**src/rtl/iso_pkg.sv**
```systemverilog
package iso_pkg;
  localparam int unsigned REG_W   = 32;
  localparam int unsigned WORD_AW = 2;
  localparam int unsigned REQ_W   = 3;

  // word indices
  localparam logic [WORD_AW-1:0] W_STATUS = 2'd0;
  localparam logic [WORD_AW-1:0] W_CTRL   = 2'd1;
  localparam logic [WORD_AW-1:0] W_FAULT  = 2'd2;
  localparam logic [WORD_AW-1:0] W_ID     = 2'd3;

  // control request bit positions
  localparam int unsigned B_HALT = 0;
  localparam int unsigned B_RST  = 1;
  localparam int unsigned B_RUN  = 2;

  typedef enum logic [2:0] {
    ST_RUN     = 3'd0,
    ST_DRAIN   = 3'd1,
    ST_HELD    = 3'd2,
    ST_THAW    = 3'd3,
    ST_RELEASE = 3'd4
  } iso_state_e;
endpackage

```
**src/rtl/iso_regs.sv**
```systemverilog
module iso_regs
  import iso_pkg::*;
#(
  parameter logic [REG_W-1:0] ID_VALUE = 32'h0000_0002
) (
  input  logic               clk,
  input  logic               rst_n,
  input  logic               bus_en,
  input  logic               bus_we,
  input  logic [WORD_AW-1:0] bus_addr,
  input  logic [REG_W-1:0]   bus_wdata,
  input  logic               is_running,
  input  logic               is_held,
  input  logic               halt_done,
  input  logic               run_done,
  output logic [REG_W-1:0]   bus_rdata,
  output logic [REQ_W-1:0]   ctrl_q,
  output logic               go_halt,
  output logic               go_run
);
  logic             wr_ctrl, wr_fault, fault_clr;
  logic [REQ_W-1:0] req;
  logic             extra_bits, many_bits;
  logic             bad_shape, bad_halt, bad_run, accept;
  logic [REQ_W-1:0] fault_q;

  always_comb begin
    wr_ctrl    = bus_en & bus_we & (bus_addr == W_CTRL);
    wr_fault   = bus_en & bus_we & (bus_addr == W_FAULT);
    fault_clr  = wr_fault & bus_wdata[0];
    req        = bus_wdata[REQ_W-1:0];
    extra_bits = |bus_wdata[REG_W-1:REQ_W];
    many_bits  = ($countones(req) > 1);
    bad_shape  = wr_ctrl & (many_bits | extra_bits);
    bad_halt   = wr_ctrl & ~bad_shape & req[B_HALT] & ~is_running;
    bad_run    = wr_ctrl & ~bad_shape & req[B_RUN] & ~is_held;
    accept     = wr_ctrl & ~(bad_shape | bad_halt | bad_run);
    go_halt    = accept & req[B_HALT];
    go_run     = accept & req[B_RUN];
  end

  always_ff @(posedge clk or negedge rst_n) begin
    if (!rst_n) begin
      ctrl_q <= '0;
    end else if (accept) begin
      ctrl_q <= req;
    end
  end

  // fault bit order: [B_RUN] refused run, [B_RST] malformed, [B_HALT] refused halt
  always_ff @(posedge clk or negedge rst_n) begin
    if (!rst_n) begin
      fault_q <= '0;
    end else if (fault_clr) begin
      fault_q <= '0;
    end else begin
      fault_q[B_HALT] <= fault_q[B_HALT] | bad_halt;
      fault_q[B_RST]  <= fault_q[B_RST]  | bad_shape;
      fault_q[B_RUN]  <= fault_q[B_RUN]  | bad_run;
    end
  end

  always_ff @(posedge clk or negedge rst_n) begin
    if (!rst_n) begin
      bus_rdata <= '0;
    end else if (bus_en && !bus_we) begin
      case (bus_addr)
        W_STATUS: bus_rdata <= {{(REG_W-2){1'b0}}, run_done, halt_done};
        W_CTRL:   bus_rdata <= {{(REG_W-REQ_W){1'b0}}, ctrl_q};
        W_FAULT:  bus_rdata <= {{(REG_W-REQ_W){1'b0}}, fault_q};
        default:  bus_rdata <= ID_VALUE;
      endcase
    end
  end

  // a refused control write leaves the request register untouched
  assert_refused_keeps_ctrl_R9: assert property (@(posedge clk) disable iff (!rst_n)
    (wr_ctrl && !accept) |=> $stable(ctrl_q));
  assert_fault_sticky_R12: assert property (@(posedge clk) disable iff (!rst_n)
    !fault_clr |=> ((fault_q & $past(fault_q)) == $past(fault_q)));
  assert_fault_clear_R12: assert property (@(posedge clk) disable iff (!rst_n)
    fault_clr |=> (fault_q == '0));
endmodule

```
**src/rtl/iso_settle.sv**
```systemverilog
module iso_settle #(
  parameter bit          USE_DRAIN     = 1'b1,
  parameter int unsigned SETTLE_CYCLES = 8
) (
  input  logic clk,
  input  logic rst_n,
  input  logic arm,
  input  logic drain_idle,
  output logic quiet
);
  generate
    if (USE_DRAIN) begin : g_drain
      logic idle_q;
      always_ff @(posedge clk or negedge rst_n) begin
        if (!rst_n) idle_q <= 1'b0;
        else        idle_q <= drain_idle;
      end
      assign quiet = arm & idle_q;

      assert_quiet_from_idle_R4: assert property (@(posedge clk) disable iff (!rst_n)
        quiet |-> $past(drain_idle));
    end else begin : g_count
      localparam int unsigned CNT_W = (SETTLE_CYCLES < 2) ? 1 : $clog2(SETTLE_CYCLES);
      localparam logic [CNT_W-1:0] CNT_LAST = CNT_W'(SETTLE_CYCLES - 1);
      logic [CNT_W-1:0] cnt_q;
      always_ff @(posedge clk or negedge rst_n) begin
        if (!rst_n)   cnt_q <= '0;
        else if (arm) cnt_q <= cnt_q + 1'b1;
        else          cnt_q <= '0;
      end
      assign quiet = arm & (cnt_q == CNT_LAST);

      assert_settle_armed_R5: assert property (@(posedge clk) disable iff (!rst_n)
        (SETTLE_CYCLES > 1 && quiet) |-> $past(arm));
    end
  endgenerate
endmodule

```
**src/rtl/iso_seq.sv**
```systemverilog
module iso_seq
  import iso_pkg::*;
(
  input  logic clk,
  input  logic rst_n,
  input  logic go_halt,
  input  logic go_run,
  input  logic halt_req,
  input  logic quiet,
  output logic arm,
  output logic is_running,
  output logic is_held,
  output logic halt_done,
  output logic run_done,
  output logic freeze_o
);
  iso_state_e state_q, state_d;

  always_comb begin
    state_d = state_q;
    case (state_q)
      ST_RUN:     if (go_halt) state_d = ST_DRAIN;
      ST_DRAIN:   if (!halt_req) state_d = ST_RUN;
                  else if (quiet) state_d = ST_HELD;
      ST_HELD:    if (go_run) state_d = ST_THAW;
      ST_THAW:    state_d = ST_RELEASE;
      ST_RELEASE: state_d = ST_RUN;
      default:    state_d = ST_RUN;
    endcase
  end

  always_ff @(posedge clk or negedge rst_n) begin
    if (!rst_n) state_q <= ST_RUN;
    else        state_q <= state_d;
  end

  always_comb begin
    arm        = (state_q == ST_DRAIN);
    is_running = (state_q == ST_RUN);
    is_held    = (state_q == ST_HELD);
    run_done   = (state_q == ST_RUN);
    halt_done  = (state_q == ST_HELD) || (state_q == ST_THAW) || (state_q == ST_RELEASE);
    freeze_o   = (state_q == ST_DRAIN) || (state_q == ST_HELD) || (state_q == ST_THAW);
  end

  assert_freeze_from_request_R4: assert property (@(posedge clk) disable iff (!rst_n)
    $rose(freeze_o) |-> $past(go_halt));
  assert_halt_after_quiet_R4: assert property (@(posedge clk) disable iff (!rst_n)
    $rose(halt_done) |-> $past(quiet));
  assert_done_swap_after_release_R8: assert property (@(posedge clk) disable iff (!rst_n)
    $fell(halt_done) |-> (!freeze_o && $past(!freeze_o) && run_done));
endmodule

```
**src/rtl/region_iso_ctl.sv**
```systemverilog
module region_iso_ctl
  import iso_pkg::*;
#(
  parameter bit               USE_DRAIN     = 1'b1,
  parameter int unsigned      SETTLE_CYCLES = 8,
  parameter logic [31:0]      ID_VALUE      = 32'h0000_0002
) (
  input  logic        clk,
  input  logic        rst_n,
  input  logic        bus_en,
  input  logic        bus_we,
  input  logic [1:0]  bus_addr,
  input  logic [31:0] bus_wdata,
  output logic [31:0] bus_rdata,
  input  logic        drain_idle,
  output logic        region_freeze,
  output logic        region_reset
);
  logic [REQ_W-1:0] ctrl_q;
  logic go_halt, go_run, quiet, arm;
  logic is_running, is_held, halt_done, run_done;

  iso_regs #(.ID_VALUE(ID_VALUE)) u_regs (
    .clk(clk), .rst_n(rst_n),
    .bus_en(bus_en), .bus_we(bus_we), .bus_addr(bus_addr), .bus_wdata(bus_wdata),
    .is_running(is_running), .is_held(is_held),
    .halt_done(halt_done), .run_done(run_done),
    .bus_rdata(bus_rdata), .ctrl_q(ctrl_q),
    .go_halt(go_halt), .go_run(go_run)
  );

  iso_settle #(.USE_DRAIN(USE_DRAIN), .SETTLE_CYCLES(SETTLE_CYCLES)) u_settle (
    .clk(clk), .rst_n(rst_n), .arm(arm), .drain_idle(drain_idle), .quiet(quiet)
  );

  iso_seq u_seq (
    .clk(clk), .rst_n(rst_n),
    .go_halt(go_halt), .go_run(go_run), .halt_req(ctrl_q[B_HALT]), .quiet(quiet),
    .arm(arm), .is_running(is_running), .is_held(is_held),
    .halt_done(halt_done), .run_done(run_done), .freeze_o(region_freeze)
  );

  assign region_reset = ctrl_q[B_RST] & is_held;

  assert_flags_exclusive_R3: assert property (@(posedge clk) disable iff (!rst_n)
    !(halt_done && run_done));
  assert_reset_only_held_R7: assert property (@(posedge clk) disable iff (!rst_n)
    region_reset |-> (halt_done && region_freeze));
  assert_reset_drops_first_R8: assert property (@(posedge clk) disable iff (!rst_n)
    $fell(region_freeze) |-> $past(!region_reset));
endmodule

```
**config.mk**
```make
export PLATFORM = sky130hd
export DESIGN_NAME = region_iso_ctl
export DESIGN_NICKNAME = d
export VERILOG_FILES = /design/src/rtl/iso_pkg.sv /design/src/rtl/iso_regs.sv /design/src/rtl/iso_settle.sv /design/src/rtl/iso_seq.sv /design/src/rtl/region_iso_ctl.sv
export SDC_FILE = /design/constraint.sdc
export NUM_CORES = 1
export LEC_CHECK = 0
export BUFFER_PORTS_ARGS = -buffer_cell sky130_fd_sc_hd__buf_2
export CAP_MARGIN = 20
export CORE_MARGIN = 3
export CORE_UTILIZATION = 30
export DETAILED_ROUTE_END_ITERATION = 7
export PLACE_DENSITY = 0.67
export REMOVE_ABC_BUFFERS = 1
export SYNTH_ARGS = -nofsm -noshare
export SYNTH_HDL_FRONTEND = slang
export SYNTH_SLANG_ARGS = --single-unit
export TNS_END_PERCENT = 20
```
**constraint.sdc**
```tcl
create_clock -name clk -period 1.7 [get_ports clk]
set_input_delay 0.255 -clock clk [delete_from_list [all_inputs] [get_ports clk]]
set_output_delay 0.255 -clock clk [all_outputs]
set_load 0.01 [all_outputs]
```
==> impl_metrics.env, run 1 <==
export IMPL_numCtsBuffers=3
export IMPL_postLayoutCoreUtil_pct=41.72
export IMPL_crit_family="simple AND/OR/NAND/NOR gates"
export IMPL_maxSlewViolCount=0
export IMPL_clock_latency_ps=270
export IMPL_fin_crit_sh_pct=100.8
export IMPL_finClkSkew_ps=2.019
export IMPL_via_per_inst=4.213
export IMPL_syn_inst=105
export IMPL_cp_start_kind="flip-flop"
export IMPL_drt_total_wl_um=2222
export IMPL_drtAntennaViolNets=0
export IMPL_layout_common_cells="buf_2, conb_1, dfrtp_1"
export IMPL_critPathCaptureType="flip-flop"
export IMPL_diodes=0
export IMPL_max_stage_delay_ps=410
export IMPL_final_min_clock_period_ps=1713
export IMPL_p_per_area_nw_per_um2=534.7
export IMPL_grt_pass1_wl_um=3663
export IMPL_status="finished with violations"
export IMPL_vias=851
export IMPL_cts_clk_slew_worst_paths_ps=80
export IMPL_max_freq_ghz=0.5837
export IMPL_nets=201
export IMPL_maxCapViolCount=0
export IMPL_regArea_um2=325.3
export IMPL_p_total_uw=652.3
export IMPL_numClockSinks=13
export IMPL_synthMuxAreaShare_pct=5.814
export IMPL_layout_drive_gt1_share_pct=40.00
export IMPL_synth_area_um2=968.4
export IMPL_hpwl_um=1944
export IMPL_clockRootBuffer="clkbuf_4"
export IMPL_port_buffer_count=43
export IMPL_yosys_cell_types_count=28
export IMPL_yosysWarnings=0
export IMPL_cts_resized=0
export IMPL_rows=19
export IMPL_finalSetupViolations=3
export IMPL_fill_cells=312
export IMPL_synthAdderAreaFrac_pct=1.292
export IMPL_drc_errors=0
export IMPL_synth_compound_area_share_pct=12.02
export IMPL_worstPathBufferInverterCount=0
export IMPL_rrSetupSlack_ps=-10
export IMPL_synthSimpleGateAreaFrac_pct=21.71
export IMPL_start_util_pct=33.12
export IMPL_max_vdd_ir_drop_mv=0.3020
export IMPL_arrival_ps=1870
export IMPL_tritoncts="built"
export IMPL_hold_viol_final=0
export IMPL_path_cells="or3b_1, a2bb2oi_1, nor4_4, mux2_2"
export IMPL_hold_slack_ps=84.85
export IMPL_cts_path_max_buffers=2
export IMPL_hp_class="primary input to flip-flop"
export IMPL_path_class="flip-flop to flip-flop"
export IMPL_wire_per_inst_um=11.00
export IMPL_die_w_um=62.82
export IMPL_ys_ff_latch=13
export IMPL_synth_xor_area_share_pct=0
export IMPL_ys_seq_area_share_pct=33.59
export IMPL_final_common_cell="buf_2"
export IMPL_grt_use_total_pct=11.44
export IMPL_place_gp_congestion=0.7982
export IMPL_first_iter_violations=36
export IMPL_coreArea_um2=2924
export IMPL_critPathSlowestCell="or3b_1"
export IMPL_cp_max_fo=4
export IMPL_io_pins=73
export IMPL_chipHeight_um=62.82
export IMPL_grt_max_degree=14
export IMPL_multi_input_area_um2=504.2
export IMPL_synth_top_family_by_area="buffers and inverters"
export IMPL_syn_to_final_growth_pct=25.97
export IMPL_h_tree_depth=1
export IMPL_p_leak_uw=0.0006431
export IMPL_crit_required_ps=1860
export IMPL_rsz0062_at_grt="true"
export IMPL_postSynthAreaPerCell_um2=9.223
export IMPL_cts_setup_buffers=0
export IMPL_overflow=0
export IMPL_dieArea_um2=3946
export IMPL_antenna_found_initial=0
export IMPL_first_pass_iters=4
export IMPL_violations="negative setup slack"
export IMPL_grt_pass1_vias=843
export IMPL_setup_ws_ps=-13.29
-- per-stage QoR --
stage                     cell area (um^2)  TNS [ps]  instances  setup WS [ps]
after floorplan                      840.8    -172.1        102         -57.37
after global placement                1184    -570.8        197         -190.7
after detailed placement              1184    -662.7        197         -222.7
after CTS                             1220    -54.36        202         -19.90
after global routing                  1220    -271.0        202         -92.70
final                                 1220    -34.17        202         -13.29
-- layer usage --
| metal | vias to the layer above | wire length, um | global-route usage (%) |
|---|---|---|---|
| met5 | - | 0 | 0 |
| met4 | 0 | 0 | 0.8264 |
| met3 | 0 | 185 | 4.856 |
| met2 | 35 | 1131 | 19.97 |
| met1 | 386 | 904 | 13.56 |
| li1 | 430 | - | - |
-- worst paths after layout --
path | from | to | cells past startpoint
max in group asynchronous | rst_n | u_seq.state_q[1] | 2
min in group asynchronous | rst_n | u_regs.fault_q[1] | 2
worst min register to register | u_regs.bus_rdata[2] | u_regs.bus_rdata[2] | 2
worst max register to register | u_seq.state_q[2] | u_regs.ctrl_q[2] | 4
worst min-delay path | drain_idle | u_settle.g_drain.idle_q | 1
worst max-delay path | u_seq.state_q[2] | u_regs.ctrl_q[2] | 4
-- power by group --
part | leakage, uW | internal [uW] | switching (uW) | total, uW
registers | 0.000171 | 321 | 4.94 | 326
clock network | 0.0000150 | 90.9 | 96.9 | 188
logic | 0.000458 | 59.1 | 79.1 | 138
-- kinds of logic (layout without fill, tap and decap cells) --
kind of cell / count (synthesis) / count (layout)
AOI/OAI and AO/OA: 17 / 17
adders and majority gates: 1 / 1
buffers and inverters: 34 / 61
DFF: 13 / 13
muxes: 5 / 5
other: 1 / 29
and+or+nand+nor: 34 / 34
-- cell usage after synthesis --
cell type,n,share of area (%)
o21ai_0,1,0.52
a21boi_0,1,0.78
nand2_1,5,1.9
nand2b_1,2,1.3
o31ai_1,1,0.78
dfrtp_1,13,34
or3b_1,1,0.90
nand4_1,3,1.9
mux2_2,5,5.8
nand4b_1,1,0.90
ha_1,1,1.3
a211o_1,1,0.90
and2_1,1,0.65
o21bai_1,1,0.78
nor4_1,11,7.1
nor2b_1,2,1.3
o21a_1,2,1.5
conb_1,1,0.39
and2b_2,1,0.90
a211oi_1,3,2.3
a31o_2,1,0.90
and3_1,1,0.65
a2bb2oi_1,1,0.90
inv_1,3,1.2
nor2_1,5,1.9
nor4_4,1,2.2
buf_4,31,24
a21oi_1,5,2.6
-- worst reg2reg max path, delay by kind of cell (launching register included) --
| kind | cells | cell delay, ps |
|---|---|---|
| mux | 1 | 380 |
| compound gates | 1 | 170 |
| flops | 1 | 400 |
| simple gates | 2 | 660 |
-- repair_timing --
action                                 in CTS  in global routing
endpoints found under the hold margin      13                  0
setup endpoints to repair                   3                  3
hold buffers                                1                  0
-- cell type report --
| class | instances | share of cell area [%] |
|---|---|---|
| clock buffers | 4 | 2.154 |
| inverters | 3 | 0.9231 |
| flip-flops and latches | 13 | 26.67 |
| repair buffers | 54 | 24.62 |
| well taps | 42 | 4.308 |
| multi-input cells | 86 | 41.33 |
-- flip-flops by register name (all words and copies together) (netlist names) --
name                     cells
u_regs.fault_q               3
u_settle.g_drain.idle_q      1
u_seq.state_q                3
u_regs.ctrl_q                3
u_regs.bus_rdata             3
(Power assumes the default switching activity.)
==> run 2: changes to the inputs <==
--- a/config.mk
+++ b/config.mk
@@ -11,6 +11,7 @@
 export CORE_UTILIZATION = 30
 export DETAILED_ROUTE_END_ITERATION = 7
 export PLACE_DENSITY = 0.67
+export RECOVER_POWER = 100
 export REMOVE_ABC_BUFFERS = 1
 export SYNTH_ARGS = -nofsm -noshare
 export SYNTH_HDL_FRONTEND = slang
==> impl_metrics.env, run 2 (synthesis results as in run 1) <==
export IMPL_port_buffer_count=43
export IMPL_maxCapViolCount=0
export IMPL_crit_required_ps=1860
export IMPL_startpoint="u_seq.state_q[2]"
export IMPL_switching_share_pct=27.89
export IMPL_max_vdd_ir_drop_mv=0.2921
export IMPL_diodes=0
export IMPL_grt_pass1_vias=843
export IMPL_regArea_um2=325.3
export IMPL_syn_to_final_growth_pct=24.42
export IMPL_place_gp_congestion=0.7982
export IMPL_start_util_pct=33.12
export IMPL_final_common_cell="buf_2"
export IMPL_combPwrFrac_pct=20.9
export IMPL_layout_common_cells="buf_2, conb_1, dfrtp_1"
export IMPL_relSlewSlack_pct=51.28
export IMPL_vias=848
export IMPL_via_per_inst=4.198
export IMPL_first_pass_iters=4
export IMPL_cts_resized=0
export IMPL_violations="negative setup slack"
export IMPL_r2r_start="u_seq.state_q[2]"
export IMPL_rows=19
export IMPL_dieArea_um2=3946
export IMPL_hold_slack_ps=84.40
export IMPL_dp_cells=197
export IMPL_cp_start_kind="flip-flop"
export IMPL_min_delay_start="drain_idle"
export IMPL_fin_crit_sh_pct=100.5
export IMPL_switchingPower_uw=181.3
export IMPL_cts_clk_slew_worst_paths_ps=80
export IMPL_critPathCaptureType="flip-flop"
export IMPL_grt_pass1_wl_um=3663
export IMPL_die_w_um=62.82
export IMPL_multi_input_area_um2=504.2
export IMPL_drt_total_wl_um=2219
export IMPL_clkPwrFrac_pct=28.9
export IMPL_p_per_area_nw_per_um2=539.6
export IMPL_grt_max_degree=14
export IMPL_p_int_uw=468.8
export IMPL_clockRootBuffer="clkbuf_4"
export IMPL_p_total_uw=650.2
export IMPL_grt_use_total_pct=11.44
export IMPL_drc_errors=0
export IMPL_hold_viol_final=0
export IMPL_max_stage_delay_ps=400
export IMPL_placed_area_um2=1184
export IMPL_final_instance_count_excl_fill=202
export IMPL_tritoncts="built"
export IMPL_cts_path_max_buffers=2
export IMPL_coreArea_um2=2924
export IMPL_path_cells="or3b_1, a2bb2oi_1, nor4_4, mux2_2"
export IMPL_h_tree_depth=1
export IMPL_final_min_clock_period_ps=1709
export IMPL_fill_cells=321
export IMPL_wire_per_inst_um=10.99
export IMPL_critPathSlowestCell="dfrtp_1"
export IMPL_rsz0062_at_grt="true"
export IMPL_layout_drive_gt1_share_pct=35.00
export IMPL_maxSlewViolCount=0
export IMPL_clock_latency_ps=270
export IMPL_cts_setup_buffers=0
export IMPL_numClockSinks=13
export IMPL_finClkSkew_ps=1.736
export IMPL_p_leak_uw=0.0006153
export IMPL_finalSetupViolations=3
export IMPL_overflow=0
export IMPL_drtAntennaViolNets=0
export IMPL_path_class="flip-flop to flip-flop"
export IMPL_setup_ws_ps=-9.324
export IMPL_io_pins=73
export IMPL_numCtsBuffers=3
export IMPL_nets=201
export IMPL_status="finished with violations"
export IMPL_pwr_share_seq_pct=50.3
export IMPL_cp_max_fo=4
export IMPL_first_iter_violations=37
export IMPL_arrival_ps=1870
export IMPL_max_freq_ghz=0.5850
export IMPL_hp_class="primary input to flip-flop"
export IMPL_chipHeight_um=62.82
export IMPL_worstMarginPinSlew_ps=730.7
export IMPL_hpwl_um=1944
export IMPL_antenna_found_initial=0
export IMPL_fin_area_um2=1205
[run 2: cell types whose count changed in the layout (fill, tap and decap cells not counted), sizes merged]
cell,delta
buf,-8
clkbuf,+8
[run 2: final timing paths]
kind	to	slack (ps)	depth (start not counted)
setup / recovery	u_regs.ctrl_q[2]	-9	4
hold / removal	u_settle.g_drain.idle_q	80	1
setup reg to reg	u_regs.ctrl_q[2]	-9	4
hold reg to reg	u_regs.bus_rdata[2]	490	2
max in group asynchronous	u_seq.state_q[1]	690	2
min in group asynchronous	u_regs.fault_q[1]	550	2
[run 2: area by class of cell]
type / instances / area share, %
clock buffers: 4 / 2.181
inverters: 3 / 0.9346
multi-input cells: 86 / 41.85
flip-flops and latches: 13 / 27.00
well taps: 42 / 4.361
repair buffers: 54 / 23.68
[run 2: power by group through the flow]
stage               clock network [uW]  registers, uW  logic (uW)
global route                       221            328         154
finish                             188            327         136
detailed placement                   0            333         135
floorplan                            0            336        57.8
global placement                     0            332         133
CTS                                198            327         138
[run 2: routing by layer]
metal / wire (um) / vias to the layer above / global-route usage [%]
li1: - / 432 / -
met5: 0 / - / 0
met2: 1118 / 35 / 19.97
met3: 188 / 0 / 4.856
met1: 913 / 381 / 13.56
met4: 0 / 0 / 0.8264
[run 2: worst max-delay path: cells and delay by family (launching register included)]
| kind | cells | cell delay (ps) |
|---|---|---|
| muxes | 1 | 380 |
| AOI/OAI and AO/OA | 1 | 170 |
| DFF | 1 | 400 |
| and+or+nand+nor | 2 | 650 |
[run 2: repair_timing]
item | in CTS | in global routing
hold endpoints to repair | 13 | 0
gates cloned | 0 | 0
setup endpoints to repair | 3 | 3
hold buffers | 1 | 0
[run 2: metrics by stage]
step	worst slack (ps)	utilization, %	setup TNS, ps
3_3_place_gp	-190.7	40.48	-570.8
2_1_floorplan	-57.37	-	-172.1
6_report	-9.324	41.21	-22.54
4_1_cts	-19.90	41.72	-54.36
3_5_place_dp	-222.7	40.48	-662.7
5_1_grt	-92.70	41.21	-271.0
==> run 3: changes to the inputs <==
--- a/config.mk
+++ b/config.mk
@@ -6,11 +6,10 @@
 export NUM_CORES = 1
 export LEC_CHECK = 0
 export BUFFER_PORTS_ARGS = -buffer_cell sky130_fd_sc_hd__buf_2
-export CAP_MARGIN = 20
-export CORE_MARGIN = 3
+export CAP_MARGIN = 10
 export CORE_UTILIZATION = 30
 export DETAILED_ROUTE_END_ITERATION = 7
-export PLACE_DENSITY = 0.67
+export PLACE_DENSITY = 0.65
 export RECOVER_POWER = 100
 export REMOVE_ABC_BUFFERS = 1
 export SYNTH_ARGS = -nofsm -noshare
==> constraint.sdc (replaced) <==
create_clock -name clk -period 2 [get_ports clk]
set_input_delay 0.3 -clock clk [delete_from_list [all_inputs] [get_ports clk]]
set_output_delay 0.3 -clock clk [all_outputs]
set_load 0.01 [all_outputs]
==> impl_metrics.env, run 3 (synthesis results as in run 1) <==
export IMPL_status="completed"
export IMPL_hold_slack_ps=120.0
export IMPL_first_pass_iters=4
export IMPL_combPwrFrac_pct=20.3
export IMPL_min_delay_start="drain_idle"
export IMPL_grt_pass1_vias=823
export IMPL_start_util_pct=31.72
export IMPL_hpwl_um=1800
export IMPL_fin_crit_sh_pct=89.66
export IMPL_chipHeight_um=58.82
export IMPL_first_iter_violations=16
export IMPL_max_freq_ghz=0.5577
export IMPL_clockRootBuffer="clkbuf_4"
export IMPL_port_buffer_count=43
export IMPL_grt_pass1_wl_um=3505
export IMPL_io_pins=73
export IMPL_p_leak_uw=0.0005865
export IMPL_final_instance_count_excl_fill=199
export IMPL_via_per_inst=4.307
export IMPL_clock_latency_ps=280
export IMPL_vias=857
export IMPL_final_min_clock_period_ps=1793
export IMPL_startpoint="u_seq.state_q[0]"
export IMPL_drtAntennaViolNets=0
export IMPL_cp_start_kind="flip-flop"
export IMPL_finClkSkew_ps=1.174
export IMPL_hp_class="primary input to flip-flop"
export IMPL_crit_required_ps=2170
export IMPL_switching_share_pct=28.53
export IMPL_h_tree_depth=1
export IMPL_pwr_share_seq_pct=50.0
export IMPL_nets=196
export IMPL_syn_to_final_growth_pct=20.67
export IMPL_numCtsBuffers=3
export IMPL_maxCapViolCount=0
export IMPL_p_per_area_nw_per_um2=474.2
export IMPL_grt_max_degree=14
export IMPL_hold_viol_final=0
export IMPL_coreArea_um2=3053
export IMPL_dieArea_um2=3459
export IMPL_clkPwrFrac_pct=29.7
export IMPL_dp_cells=194
export IMPL_tritoncts="built"
export IMPL_rsz0062_at_grt="false"
export IMPL_critPathCaptureType="flip-flop"
export IMPL_wire_per_inst_um=10.63
export IMPL_numClockSinks=13
export IMPL_overflow=0
export IMPL_r2r_start="u_seq.state_q[0]"
export IMPL_grt_use_total_pct=13.57
export IMPL_drc_errors=0
export IMPL_p_int_uw=396.1
export IMPL_worstMarginPinSlew_ps=758.3
export IMPL_antenna_found_initial=0
export IMPL_switchingPower_uw=158.1
export IMPL_drt_total_wl_um=2116
export IMPL_rows=20
export IMPL_max_vdd_ir_drop_mv=0.2407
export IMPL_cts_clk_slew_worst_paths_ps=80
export IMPL_layout_drive_gt1_share_pct=32.26
export IMPL_diodes=0
export IMPL_layout_common_cells="buf_2, conb_1, dfrtp_1"
export IMPL_fill_cells=334
export IMPL_path_class="flip-flop to flip-flop"
export IMPL_arrival_ps=1960
export IMPL_die_w_um=58.82
export IMPL_final_common_cell="buf_2"
export IMPL_relSlewSlack_pct=49.45
export IMPL_cts_setup_buffers=0
export IMPL_finalSetupViolations=0
export IMPL_cts_path_max_buffers=2
export IMPL_place_gp_congestion=0.7677
export IMPL_tns_ps=0
export IMPL_maxSlewViolCount=0
export IMPL_cp_max_fo=8
## run 3: path summary, 6_finish.rpt
check                                           to  slack [ps]  cells past startpoint
max                               u_regs.ctrl_q[2]         210                      4
min                        u_settle.g_drain.idle_q         120                      1
max reg2reg                       u_regs.ctrl_q[2]         210                      4
min reg2reg                    u_regs.bus_rdata[2]         480                      2
max in group asynchronous         u_seq.state_q[1]         930                      2
min in group asynchronous        u_regs.fault_q[1]         600                      2
## run 3: critical path, cell delays in order (launching register included)
cell	delay [ps]
dfrtp_1	460
or3b_1	390
a2bb2oi_1	170
nor4_4	280
mux2_2	380
## run 3: final cells by class
type	instances	area, um^2	share of cell area, %
Inverter	3	11.26	0.9636
Clock buffer	4	26.28	2.248
Sequential cell	13	325.3	27.84
Multi-Input combinational cell	86	504.2	43.15
Timing Repair Buffer	49	246.5	21.09
Tap cell	44	55.05	4.711
## run 3: per-stage QoR
step	utilization [%]	total power, uW	cell area [um^2]	setup WS, ps
2_1_floorplan	-	334.5	840.8	197.6
3_3_place_gp	37.62	392.3	1149	53.19
3_5_place_dp	37.62	394.8	1149	-3.589
4_1_cts	38.81	560.4	1185	194.6
5_1_grt	38.28	589.1	1169	127.7
6_report	38.28	554.2	1169	206.8
## run 3: power groups by stage
stage	Sequential, uW	Combinational, uW	Clock [uW]
2_1_floorplan	285	49.1	0
3_3_place_gp	282	110	0
3_5_place_dp	282	112	0
4_1_cts	277	114	169
5_1_grt	278	127	184
6_report	277	112	165
## run 3: per-layer routing
metal	track usage (%)	wire, um	vias to the layer above
met5	0	0	-
met4	6.122	29	0
li1	-	-	420
met3	6.813	184	6
met1	14.91	843	390
met2	21.92	1059	41
## run 3: what timing repair did
item | in CTS | in global routing
hold endpoints to repair | 13 | 0
resized for setup | 0 | 0
hold buffers | 1 | 0
